<file path="config.mk">
export PLATFORM = sky130hd
export DESIGN_NAME = hbridge_blank_ctrl
export DESIGN_NICKNAME = d
export VERILOG_FILES = /design/src/rtl/hbridge_blank_ctrl.sv
export SDC_FILE = /design/constraint.sdc
export NUM_CORES = 1
export LEC_CHECK = 0
export BUFFER_PORTS_ARGS = -buffer_cell sky130_fd_sc_hd__buf_2
export CORE_ASPECT_RATIO = 1.4
export CORE_MARGIN = 8
export CORE_UTILIZATION = 50
export DETAILED_ROUTE_END_ITERATION = 6
export GPL_TIMING_DRIVEN = 0
export PLACE_DENSITY = 0.69
export SLEW_MARGIN = 20
export SYNTH_ARGS = -nofsm -noshare
export SYNTH_HDL_FRONTEND = slang
export SYNTH_SLANG_ARGS = --single-unit
</file>
<file path="constraint.sdc">
create_clock -name clk -period 2.9 [get_ports clk]
set_input_delay 0.435 -clock clk [delete_from_list [all_inputs] [get_ports clk]]
set_output_delay 0.435 -clock clk [all_outputs]
set_load 0.01 [all_outputs]
</file>
<file path="src/rtl/hbridge_blank_ctrl.sv">
module hbridge_blank_ctrl #(
  parameter int unsigned OSC_DIV_00 = 156,
  parameter int unsigned OSC_DIV_01 = 312,
  parameter int unsigned OSC_DIV_10 = 117,
  parameter int unsigned OSC_DIV_11 = 78,
  parameter int unsigned BLANK_00   = 469,
  parameter int unsigned BLANK_01   = 312,
  parameter int unsigned BLANK_10   = 625,
  parameter int unsigned BLANK_11   = 781,
  parameter int unsigned DEAD_CYC   = 16
) (
  input  logic       clk,
  input  logic       rst_n,
  input  logic       sleep_n,
  input  logic       enable,
  input  logic       phase,
  input  logic       ocp_kill,
  input  logic       tsd_kill,
  input  logic       trip_raw,
  input  logic [1:0] blank_code,
  input  logic [1:0] chop_code,
  output logic       pos_hs,
  output logic       pos_ls,
  output logic       neg_hs,
  output logic       neg_ls,
  output logic       blank_active,
  output logic       trip_masked,
  output logic       chop_start
);

  function automatic int unsigned max4(int unsigned a, int unsigned b, int unsigned c, int unsigned d);
    int unsigned m;
    m = a;
    if (b > m) m = b;
    if (c > m) m = c;
    if (d > m) m = d;
    return m;
  endfunction

  localparam int unsigned OSC_MAX = max4(OSC_DIV_00, OSC_DIV_01, OSC_DIV_10, OSC_DIV_11);
  localparam int unsigned BLK_MAX = max4(BLANK_00, BLANK_01, BLANK_10, BLANK_11);
  localparam int OSC_W  = $clog2(OSC_MAX + 1);
  localparam int BLK_W  = $clog2(BLK_MAX + 1);
  localparam int DEAD_W = $clog2(DEAD_CYC + 1);

  logic [OSC_W-1:0]  osc_cnt, osc_div;
  logic [2:0]        tick_cnt;
  logic [BLK_W-1:0]  blank_cnt, blank_len;
  logic [DEAD_W-1:0] dead_cnt;
  logic              phase_q, trip_off, osc_tick, reversal, drive_on;

  always_comb begin
    case (chop_code)
      2'b00:   osc_div = OSC_W'(OSC_DIV_00);
      2'b01:   osc_div = OSC_W'(OSC_DIV_01);
      2'b10:   osc_div = OSC_W'(OSC_DIV_10);
      default: osc_div = OSC_W'(OSC_DIV_11);
    endcase
    case (blank_code)
      2'b00:   blank_len = BLK_W'(BLANK_00);
      2'b01:   blank_len = BLK_W'(BLANK_01);
      2'b10:   blank_len = BLK_W'(BLANK_10);
      default: blank_len = BLK_W'(BLANK_11);
    endcase
  end

  assign osc_tick     = osc_cnt >= osc_div - OSC_W'(1);
  assign chop_start   = osc_tick && tick_cnt == 3'd7;
  assign reversal     = phase != phase_q;
  assign blank_active = blank_cnt != '0;
  assign trip_masked  = trip_raw && !blank_active;

  always_ff @(posedge clk or negedge rst_n) begin
    if (!rst_n) begin
      osc_cnt  <= '0;
      tick_cnt <= '0;
    end else if (osc_tick) begin
      osc_cnt  <= '0;
      tick_cnt <= tick_cnt + 3'd1;
    end else begin
      osc_cnt  <= osc_cnt + OSC_W'(1);
    end
  end

  always_ff @(posedge clk or negedge rst_n) begin
    if (!rst_n) begin
      phase_q   <= 1'b0;
      dead_cnt  <= '0;
      blank_cnt <= '0;
      trip_off  <= 1'b0;
    end else begin
      phase_q <= phase;
      if (reversal)               dead_cnt <= DEAD_W'(DEAD_CYC);
      else if (dead_cnt != '0)    dead_cnt <= dead_cnt - DEAD_W'(1);
      if (reversal || chop_start) blank_cnt <= blank_len;
      else if (blank_active)      blank_cnt <= blank_cnt - BLK_W'(1);
      if (chop_start)             trip_off <= 1'b0;
      else if (trip_masked)       trip_off <= 1'b1;
    end
  end

  assign drive_on = sleep_n && enable && !ocp_kill && !tsd_kill && dead_cnt == '0 && !trip_off;
  assign pos_hs   = drive_on &&  phase_q;
  assign neg_ls   = drive_on &&  phase_q;
  assign pos_ls   = drive_on && !phase_q;
  assign neg_hs   = drive_on && !phase_q;

endmodule

</file>
==> results of run 1 <==
-- final cells by class --
cell class                      count  area [um^2]  share of cell area (%)
Clock buffer                        7        86.33                   4.085
Inverter                           16        60.06                   2.842
Timing Repair Buffer               18        90.09                   4.263
Multi-Input combinational cell    143         1079                   51.04
Tap cell                           42        52.55                   2.487
Sequential cell                    29        725.7                   34.34
Buffer                              3        20.02                  0.9473
-- worst reg2reg max path: stages (launching register included) --
cell and delay [ns]:
dfrtp_1 0.41, ha_1 0.32, and4_4 0.20, and3_1 0.17, a211o_1 0.34, buf_2 0.21
xor2_1 0.16
-- registers in the layout (all words and copies together), names as in the netlist --
name	flops
phase_q	1
osc_cnt	9
trip_off	1
dead_cnt	5
blank_cnt	10
tick_cnt	3
-- metal layers --
layer | vias up | global-route usage (%)
met1 | 626 | 13.54
met4 | 0 | 6.916
li1 | 687 | -
met3 | 4 | 3.676
met2 | 16 | 21.69
met5 | - | 0
-- worst paths after layout --
path,from,end,cells past startpoint
min reg2reg,tick_cnt[0]$_DFFE_PN0N_,tick_cnt[0]$_DFFE_PN0N_,1
max,chop_code[1],chop_start,10
min in group clk,phase,phase_q$_DFF_PN0_,1
max in group asynchronous,rst_n,osc_cnt[3]$_DFF_PN0_,1
min,rst_n,blank_cnt[3]$_DFFE_PN0P_,1
max reg2reg,osc_cnt[7]$_DFF_PN0_,tick_cnt[0]$_DFFE_PN0N_,6
-- through the flow --
stage / total power, mW / area, um^2 / hold WS, ns / util, %
2_1_floorplan: 1.125 / 1884 / 0.1394 / -
3_3_place_gp: 1.243 / 2027 / 0.4689 / 55.63
3_5_place_dp: 1.264 / 2027 / 0.4712 / 55.63
4_1_cts: 1.602 / 2113 / 0.2030 / 58.00
5_1_grt: 1.728 / 2113 / 0.2389 / 58.00
6_report: 1.580 / 2113 / 0.1797 / 58.00
-- cells by family after synthesis --
family                     count (synthesis)
AOI/OAI and AO/OA                         17
adders and majority gates                 26
and+or+nand+nor                           70
muxes                                     14
buffers and inverters                     19
DFF                                       29
xor gates and xnor gates                  16
-- power breakdown --
| group | leakage (nW) | switching [mW] | internal, mW |
|---|---|---|---|
| clock | 0.0443 | 0.137 | 0.188 |
| sequential | 0.357 | 0.151 | 0.543 |
| combinational | 0.680 | 0.283 | 0.278 |
-- synthesized netlist by cell type (2+ instances only) --
library cell | count | share of area, %
nand3_1 | 8 | 2.1
mux2i_1 | 8 | 4.2
nor4_1 | 3 | 1.0
and3_1 | 2 | 0.66
and2_1 | 2 | 0.66
dfrtp_1 | 29 | 39
mux2_2 | 3 | 1.8
o21ai_1 | 3 | 0.80
inv_1 | 15 | 3.0
nor2b_1 | 3 | 1.0
xor2_1 | 10 | 4.6
ha_1 | 26 | 17
nand2_1 | 11 | 2.2
mux2_1 | 3 | 1.8
a21oi_1 | 8 | 2.1
buf_4 | 2 | 0.80
xnor2_1 | 6 | 2.8
nor2_1 | 30 | 6.0
==> impl_summary.md, run 1 <==
Timing
The final number of hold-violating endpoints was 0. In this run the tightest slew margin relative to its limit is 57.52%. The share of the clock period used by the worst path after layout is 93.59%. The setup TNS is 0 ns. The worst-margin pin slew is 0.6372 ns. The number of setup violations in the final report is 0. The setup slack after layout is 0.1858 ns. The clock arrives with 0.003311 ns of skew. The highest clock rate is 368.4 MHz. Setup repair after global routing left no endpoint under its margin. The final critical delay including setup and external delays is 2.714 ns. The number of pins with negative max-slew slack in the final report is 0.

Clock tree
Clock tree synthesis selected as its root buffer the cell clkbuf_8. The clock passes through at most 2 buffers. TritonCTS built the clock tree. The count of cells resized by post-cts repair is 0.

The clock latency on the worst-skew pair is 0.27 ns. The number of clock buffers inserted by TritonCTS is 5. The total number of H-tree levels is 2. The clock sink total is 29. The setup fix buffers added after clock tree synthesis is 0. The number of hold-repair buffers added at the cts stage is 0. After clock tree synthesis, the clock-pin slew on the worst setup and hold paths is 0.06 ns.

Die
The area of the die is 6017 um^2. The standard cell core area is 3643 um^2. For this design the top-level I/O count stands at 19. The width of the chip is 67.89 um. The number of placement rows is 26.

The initial core utilization is 51.72%. The die height is 88.64 um.

Critical path
The family with the most delay on the worst path is adder cells. The reg2reg setup slack is 0.97 ns. The critical path launch point type is an input pin. The library cell contributing the largest single delay on the critical path is a211o_1.

The arrival time of the worst setup path is 2.28 ns. The data required time at the worst endpoint is 2.47 ns. The critical path is of the in -> out type. The worst setup path is captured at a primary output.

In this run the worst path has a maximum fanout of 4. The critical path goes through buf_2 > inv_1 > ha_1 > inv_1 > ha_1 > and4_4 > and3_1 > a211o_1 > and2_1 > buf_2. In this design, the stage delay of the slowest critical-path cell is 0.34 ns.

The critical path contains buffers and inverters numbering 4 combined.

Cells and area
The most common cell after layout, fill and taps aside is nor2_1. 0 antenna diodes ended up in the layout. The top cell types in the final layout, fill and taps aside, are nor2_1, dfrtp_1, ha_1, buf_2, inv_1. The final layout net count is 254. The number of cells in the finished layout apart from fillers is 258.

The fraction of final layout cells sized beyond drive strength 1 is 17.59%. After filler insertion, the fill cell instance count of the layout stands at 337. Compared with the post-synthesis result, the final layout area differs by 12.15%.

Global route
The initial antenna violation count is 0. The first global-routing pass estimated 5892 um of wire. The via count of the first global-routing pass came to 1372. Global routing used 12.69% of the available tracks across all layers.

The global route total overflow is 0. Entering global routing, the biggest net connects 30 pins.

Logic synthesis
The number of warning messages in the yosys log is 0. The number of nets handed over by synthesis was 229. The share of cell area taken by muxes after synthesis is 7.835%.

The flip-flop and latch count after synthesis is 29. The combinational family with the most area after synthesis is simple AND/OR/NAND/NOR gates. Counting every instance in the synthesized netlist gives 191. The xor and xnor fraction of the mapped netlist area is 7.437%. The share of the yosys chip area belonging to registers is 38.51%.

Counting distinct cell types in the post-synthesis netlist gives 37. The area fraction in and, or, nand and nor cells after synthesis is 19.26%. The synthesized netlist devotes 5.445% of its cell area to compound gates.

The synthesized design contains 0 enable-type register cells. A synthesized cell averages 9.865 um^2. The synthesized-area fraction occupied by adder cells is 17.26%. The async set-or-reset flop fraction in the synthesized netlist is 100.0%. The synthesized netlist occupies a cell area of 1884 um^2.

The commonest register cell after synthesis is dfrtp_1.

Routing
The wire length on met2 is 1678 um. Routed signal wires occupy layers up through met4. The count of routing violations after the opening detailed-route iteration is 28.

The average wire per standard cell is 12.62 um. The overall via count from detail_route is 1333. The post-detailed-route count of antenna-violating nets is 0.

For this block, the routed nets add up to 3256 um of wire. The amount of wire on met3 after detailed routing is 130 um. The length of the first detailed-routing pass in iterations is 4. In the routed design, unresolved DRC markers number 0. The via-per-instance ratio is 5.167.

The wire length the detailed router placed on met1 is 1394 um.

Pwr
The peak ir drop on the vdd network is 567.3 uV. The leakage component of the power is 1.081 nW. In this run the power density over the cells is 747.8 nW/um^2.

Placed design
The estimated wirelength of the detail-placed design is 2513 um. The setup slack at placement is 0.1829 ns. The cell count after placement is 251. The weighted congestion reported at the end of routability-driven placement is 0.7843. The number of buffers inserted by port buffering is 18.

Outcome
The run finished with clean final reports.

Min path
The min-delay analysis places its worst path in the category in -> async.

Flow run
Max-cap violations in this run came to 0.
(Power assumes the default switching activity.)
==> run 2, diff against run 1 <==
--- a/config.mk
+++ b/config.mk
@@ -8,10 +8,10 @@
 export BUFFER_PORTS_ARGS = -buffer_cell sky130_fd_sc_hd__buf_2
 export CORE_ASPECT_RATIO = 1.4
 export CORE_MARGIN = 8
-export CORE_UTILIZATION = 50
+export CORE_UTILIZATION = 58
 export DETAILED_ROUTE_END_ITERATION = 6
 export GPL_TIMING_DRIVEN = 0
-export PLACE_DENSITY = 0.69
+export PLACE_DENSITY = 0.79
 export SLEW_MARGIN = 20
 export SYNTH_ARGS = -nofsm -noshare
 export SYNTH_HDL_FRONTEND = slang
==> impl_summary.md, run 2 (synthesized netlist as in run 1, its figures left out) <==
Outcome
The run finished with clean final reports.

Routing
The overall via count from detail_route is 1378 (+3.4%). The final wirelength is 3652 um (+12%). The post-detailed-route count of antenna-violating nets is 0 (unchanged). The length of the first detailed-routing pass in iterations was 4 (unchanged).

The remaining routing DRC violations was 0 (unchanged). The count of routing violations after the opening detailed-route iteration is 60 (+110%). The average wire per standard cell came to 14.32 um (+13%).

The via-per-instance ratio is 5.404 (+4.6%).

Clock tree
The clock latency on the worst-skew pair is 0.28 ns (about the same). The clock transition at the registers of the reported paths is 0.06 ns (about the same). The maximum clock path buffer count was 2 (unchanged).

The number of clock buffers inserted by TritonCTS is 5 (unchanged). The setup fix buffers added after clock tree synthesis came to 0 (unchanged). TritonCTS built the clock tree. The clock sink total is 29 (unchanged). The root cell of the clock tree is clkbuf_8.

The total number of H-tree levels is 2 (unchanged). The count of cells resized by post-cts repair is 0 (unchanged). The number of hold-repair buffers added at the cts stage is 0 (unchanged).

Die
The die height is 83.44 um (-5.9%). The width of the chip was 64.17 um (-5.5%). The number of placement rows was 24 (-7.7%).

The initial core utilization is 60.34% (+8.6 points). The standard cell core area is 3123 um^2 (-14%). The area of the die is 5354 um^2 (-11%). The count of boundary I/O pins was 19 (unchanged).

Pwr
The peak ir drop on the vdd network is 596.2 uV (+5.1%). The power density of the placed cells was 764.2 nW/um^2 (+2.2%). The leakage component of the power came to 1.081 nW (unchanged).

Flow run
The count of maximum capacitance violations came to 0 (unchanged).

Timing
The worst-margin pin slew came to 0.6398 ns (+0.002538 ns). The worst clock skew is 0.002873 ns (-0.0004374 ns). The number of pins with negative max-slew slack in the final report is 0 (unchanged).

The final critical delay including setup and external delays is 2.741 ns (+0.02712 ns). The final number of hold-violating endpoints is 0 (unchanged). Setup repair after global routing left no endpoint under its margin. The setup TNS was 0 ns (unchanged).

The relative slew slack is 57.35% (-0.17 points). The highest clock rate came to 364.8 MHz (-0.99%). The share of the clock period used by the worst path after layout is 94.53% (+0.94 points).

The number of setup violations in the final report is 0 (unchanged).

Cells and area
The fraction of final layout cells sized beyond drive strength 1 is 17.59% (unchanged). In the layout the commonest cells are nor2_1, dfrtp_1, ha_1, buf_2, inv_1. The number of flip-flops in the largest register is 10 (unchanged). The final instance area is 2110 um^2 (-0.18%). The antenna cell count was 0 (unchanged). From synthesis to final layout, the design area changed by 11.95%. The number of cells in the finished layout apart from fillers is 255 (-1.2%). The largest registers in the layout are blank_cnt x10, osc_cnt x9, dead_cnt x5. The library cell used most frequently in the layout, excluding fill and tap cells, is nor2_1. The final layout net count came to 254 (unchanged). The fill cell total of the finished layout is 259 (-23%). The register with the most flip-flops is blank_cnt.

Critical path
The delay of the slowest cell on the worst path is 0.35 ns (about the same). The top fanout value on the critical path is 4 (unchanged). The worst setup path is launched from an input pin. The library cell contributing the largest single delay on the critical path is a211o_1. The combined buffer and inverter count along the critical path came to 4 (unchanged). Walking the worst path, the cells encountered are buf_2 > inv_1 > ha_1 > inv_1 > ha_1 > and4_4 > and3_1 > a211o_1 > and2_1 > buf_2.

The worst setup path is captured at a primary output. The arrival time of the worst setup path is 2.31 ns (+0.03 ns). On the critical path the largest part of the delay comes from adder cells.

The critical path in this run is classified as in -> out. The data required time at the worst endpoint is 2.47 ns (about the same).

Placed design
The weighted congestion reported at the end of routability-driven placement is 0.8113 (+3.4%). The cell count after placement is 248 (-1.2%). The estimated wirelength of the detail-placed design is 2858 um (+14%). The area after detailed placement is 2023 um^2 (-0.19%).

The number of buffers inserted by port buffering is 18 (unchanged).

Global route
The global route total overflow is 0 (unchanged). The initial antenna violation count was 0 (unchanged). The total global routing track utilization came to 14.57% (+1.9 points). The maximum number of pins on one net before global-route repair came to 30 (unchanged). The via count of the first global-routing pass is 1451 (+5.8%).

The global-route wire length before repair is 6396 um (+8.6%).

Min path
The tightest min-delay check is of the in -> async type.
==> run 2: cell counts in the layout (fill, tap and decap cells not counted) <==
Identical to the previous run, type by type.
==> run 2: final timing paths <==
kind                                            end                     from  cells past startpoint  slack, ns
max                                      chop_start             chop_code[1]                     10       0.16
min                               phase_q$_DFF_PN0_                    rst_n                      1       0.18
max reg2reg                 tick_cnt[0]$_DFFE_PN0N_     osc_cnt[7]$_DFF_PN0_                      6       0.94
min reg2reg                 tick_cnt[0]$_DFFE_PN0N_  tick_cnt[0]$_DFFE_PN0N_                      1       0.48
max in group asynchronous  blank_cnt[9]$_DFFE_PN0P_                    rst_n                      1       2.31
min in group clk                  phase_q$_DFF_PN0_                    phase                      1       0.28
==> run 2: final cells by class <==
class / count / area [um^2] / area share [%]
multi-input combinational: 143 / 1079 / 51.13
sequential: 29 / 725.7 / 34.40
timing repair buffer: 18 / 90.09 / 4.270
clock buffer: 7 / 86.33 / 4.093
inverter: 16 / 60.06 / 2.847
tap: 39 / 48.80 / 2.313
buffer: 3 / 20.02 / 0.9490
==> run 2: metrics by stage <==
step	hold slack [ns]	util, %	setup slack (ns)	power (mW)
global placement	0.4658	64.78	0.1937	1.226
detailed placement	0.4756	64.78	0.1754	1.289
global route	0.2349	67.55	0.05636	1.747
floorplan	0.1394	-	0.5530	1.125
finish	0.1752	67.55	0.1587	1.612
CTS	0.1972	67.55	0.1574	1.622
==> run 2: layer usage <==
metal | vias to the layer above | track usage (%) | routed length, um
met5 | - | 0 | 0
met4 | 0 | 6.574 | 65
met3 | 6 | 4.973 | 170
met2 | 31 | 25.30 | 1873
met1 | 650 | 15.26 | 1543
li1 | 691 | - | -
==> run 2: power breakdown <==
group	internal (mW)	total, mW	switching, mW
Clock	0.188	0.329	0.141
Sequential	0.543	0.696	0.152
Combinational	0.280	0.588	0.308
==> run 3, diff against run 2 <==
--- a/config.mk
+++ b/config.mk
@@ -8,10 +8,10 @@
 export BUFFER_PORTS_ARGS = -buffer_cell sky130_fd_sc_hd__buf_2
 export CORE_ASPECT_RATIO = 1.4
 export CORE_MARGIN = 8
-export CORE_UTILIZATION = 58
+export CORE_UTILIZATION = 56
 export DETAILED_ROUTE_END_ITERATION = 6
 export GPL_TIMING_DRIVEN = 0
-export PLACE_DENSITY = 0.79
+export PLACE_DENSITY = 0.76
 export SLEW_MARGIN = 20
 export SYNTH_ARGS = -nofsm -noshare
 export SYNTH_HDL_FRONTEND = slang
==> impl_summary.md, run 3 (synthesized netlist as in run 1, its figures left out) <==
Global route
The total global routing track utilization was 14.05% (-0.52 points). The global-route wire length before repair is 6258 um (-2.2%). The via count of the first global-routing pass is 1473 (+1.5%). The initial antenna violation count came to 0 (unchanged).

The global route total overflow is 0 (unchanged). The maximum number of pins on one net before global-route repair is 30 (unchanged).

Clock tree
The clock sink total is 29 (unchanged). The setup fix buffers added after clock tree synthesis is 0 (unchanged). The maximum clock path buffer count is 2 (unchanged).

The clock latency on the worst-skew pair is 0.27 ns (about the same). The count of cells resized by post-cts repair came to 0 (unchanged). The number of clock buffers inserted by TritonCTS is 5 (unchanged). The root buffer cell chosen for the clock tree is clkbuf_8. The clock transition at the registers of the reported paths is 0.06 ns (about the same). The total number of H-tree levels is 2 (unchanged). TritonCTS built the clock tree. The number of hold-repair buffers added at the cts stage was 0 (unchanged).

Timing
The highest clock rate is 366.3 MHz (+0.42%). The number of pins with negative max-slew slack in the final report was 0 (unchanged). Setup repair after global routing left no endpoint under its margin.

The share of the clock period used by the worst path after layout is 94.14% (-0.39 points). The worst-margin pin slew is 0.6328 ns (-0.006962 ns). The relative slew slack was 57.81% (+0.46 points). The worst hold slack across all endpoints came to 0.1794 ns (+0.004124 ns). The setup TNS is 0 ns (unchanged). The final number of hold-violating endpoints is 0 (unchanged). The final critical delay including setup and external delays came to 2.730 ns (-0.01137 ns). The number of setup violations in the final report is 0 (unchanged). The worst clock skew is 0.005693 ns (+0.002820 ns).

Die
The count of boundary I/O pins came to 19 (unchanged). The area of the die was 5503 um^2 (+2.8%). The die height was 84.64 um (+1.4%). The number of placement rows is 25 (+4.2%). The initial core utilization is 57.37% (-3.0 points). The width of the chip is 65.03 um (+1.3%). The standard cell core area came to 3284 um^2 (+5.2%).

Routing
The via-per-instance ratio is 5.300 (-1.9%). The post-detailed-route count of antenna-violating nets was 0 (unchanged). The remaining routing DRC violations is 0 (unchanged). The count of routing violations after the opening detailed-route iteration came to 70 (+17%). The overall via count from detail_route was 1362 (-1.2%).

The final wirelength is 3578 um (-2.0%). The average wire per standard cell is 13.92 um (-2.8%). The length of the first detailed-routing pass in iterations is 4 (unchanged).

Critical path
The arrival time of the worst setup path is 2.29 ns (-0.02 ns). The reg2reg setup slack is 0.93 ns (about the same). The worst setup path is launched from an input pin.

The critical path starts at chop_code[1]. The top fanout value on the critical path was 4 (unchanged). The data required time at the worst endpoint is 2.47 ns (about the same). The capturing instance or port of the critical path is chop_start.

The worst setup path is of the in -> out kind. In this run the critical register-to-register path is captured at blank_cnt[6]$_DFFE_PN0P_. The type of element capturing the critical path is a primary output. The cell depth of the worst flop-to-flop path came to 6 (unchanged). The startpoint of the lowest-slack register-to-register path is osc_cnt[2]$_DFF_PN0_.

Pwr
The leakage component of the power is 1.076 nW (-0.45%). The power density of the placed cells is 751.9 nW/um^2 (-1.6%). The power after layout came to 1.582 mW (-1.8%). The peak ir drop on the vdd network came to 594.9 uV (-0.21%).

Placed design
The estimated wirelength of the detail-placed design is 2899 um (+1.4%). The number of buffers inserted by port buffering was 18 (unchanged). The weighted congestion reported at the end of routability-driven placement is 0.8008 (-1.3%).

Outcome
The run finished with clean final reports.

Cells and area
The final layout net count was 254 (unchanged). The number of flip-flops in the largest register was 10 (unchanged). The register with the most flip-flops is blank_cnt. The most common cell after layout, fill and taps aside is nor2_1.

The antenna cell count was 0 (unchanged). In the layout the commonest cells are nor2_1, dfrtp_1, ha_1, buf_2, inv_1. Relative to the synthesized area, the layout overhead comes to 11.69%. The largest registers in the layout are blank_cnt x10, osc_cnt x9, dead_cnt x5. The fraction of final layout cells sized beyond drive strength 1 was 17.05% (-0.54 points).

Flow run
The count of maximum capacitance violations was 0 (unchanged).

Min path
The class of the tightest hold or removal check is in -> async.
[run 3: cell count changes in the layout (fill, tap and decap cells not counted), sizes merged]
| cell | delta |
|---|---|
| clkbuf | +1 |
[run 3: metal layers]
layer	up-vias	global-route usage [%]	routed length (um)
met5	-	0	0
met4	0	6.175	68
met3	7	3.862	120
met2	17	26.04	1978
met1	651	13.85	1412
li1	687	-	-
[run 3: how the worst min path moves through the flow]
stage                                  startpoint                        to  slack [ns]
after global placement    tick_cnt[0]$_DFFE_PN0N_   tick_cnt[0]$_DFFE_PN0N_        0.46
final                                       rst_n  blank_cnt[1]$_DFFE_PN0P_        0.18
after global routing                        rst_n  blank_cnt[1]$_DFFE_PN0P_        0.24
after floorplan                             rst_n  blank_cnt[0]$_DFFE_PN0P_        0.14
after CTS                                   rst_n  blank_cnt[1]$_DFFE_PN0P_        0.20
after detailed placement  tick_cnt[0]$_DFFE_PN0N_   tick_cnt[0]$_DFFE_PN0N_        0.47
[run 3: area by class of cell]
type	instances	area [um^2]
fillers	268	1180
multi-input cells	143	1079
flip-flops and latches	29	725.7
repair buffers	18	90.09
clock buffers	8	80.08
inverters	16	60.06
well taps	40	50.05
plain buffers	3	20.02
[run 3: critical path, cell delays in order]
cell     delay (ns)
buf_2          0.13
inv_1          0.08
ha_1           0.31
inv_1          0.05
ha_1           0.27
and4_4         0.18
and3_1         0.18
a211o_1        0.34
and2_1         0.19
buf_2          0.14
[run 3: power breakdown]
group / switching, mW / internal, mW
clock network: 0.135 / 0.170
registers: 0.148 / 0.543
logic: 0.305 / 0.281
[run 3: through the flow]
| step | instance area [um^2] | util, % | instances | setup slack, ns |
|---|---|---|---|---|
| CTS | 2105 | 64.08 | 257 | 0.1649 |
| global placement | 2024 | 61.64 | 249 | 0.2098 |
| detailed placement | 2024 | 61.64 | 249 | 0.1662 |
| finish | 2105 | 64.08 | 257 | 0.1701 |
| floorplan | 1884 | - | 191 | 0.5530 |
| global route | 2105 | 64.08 | 257 | 0.07632 |
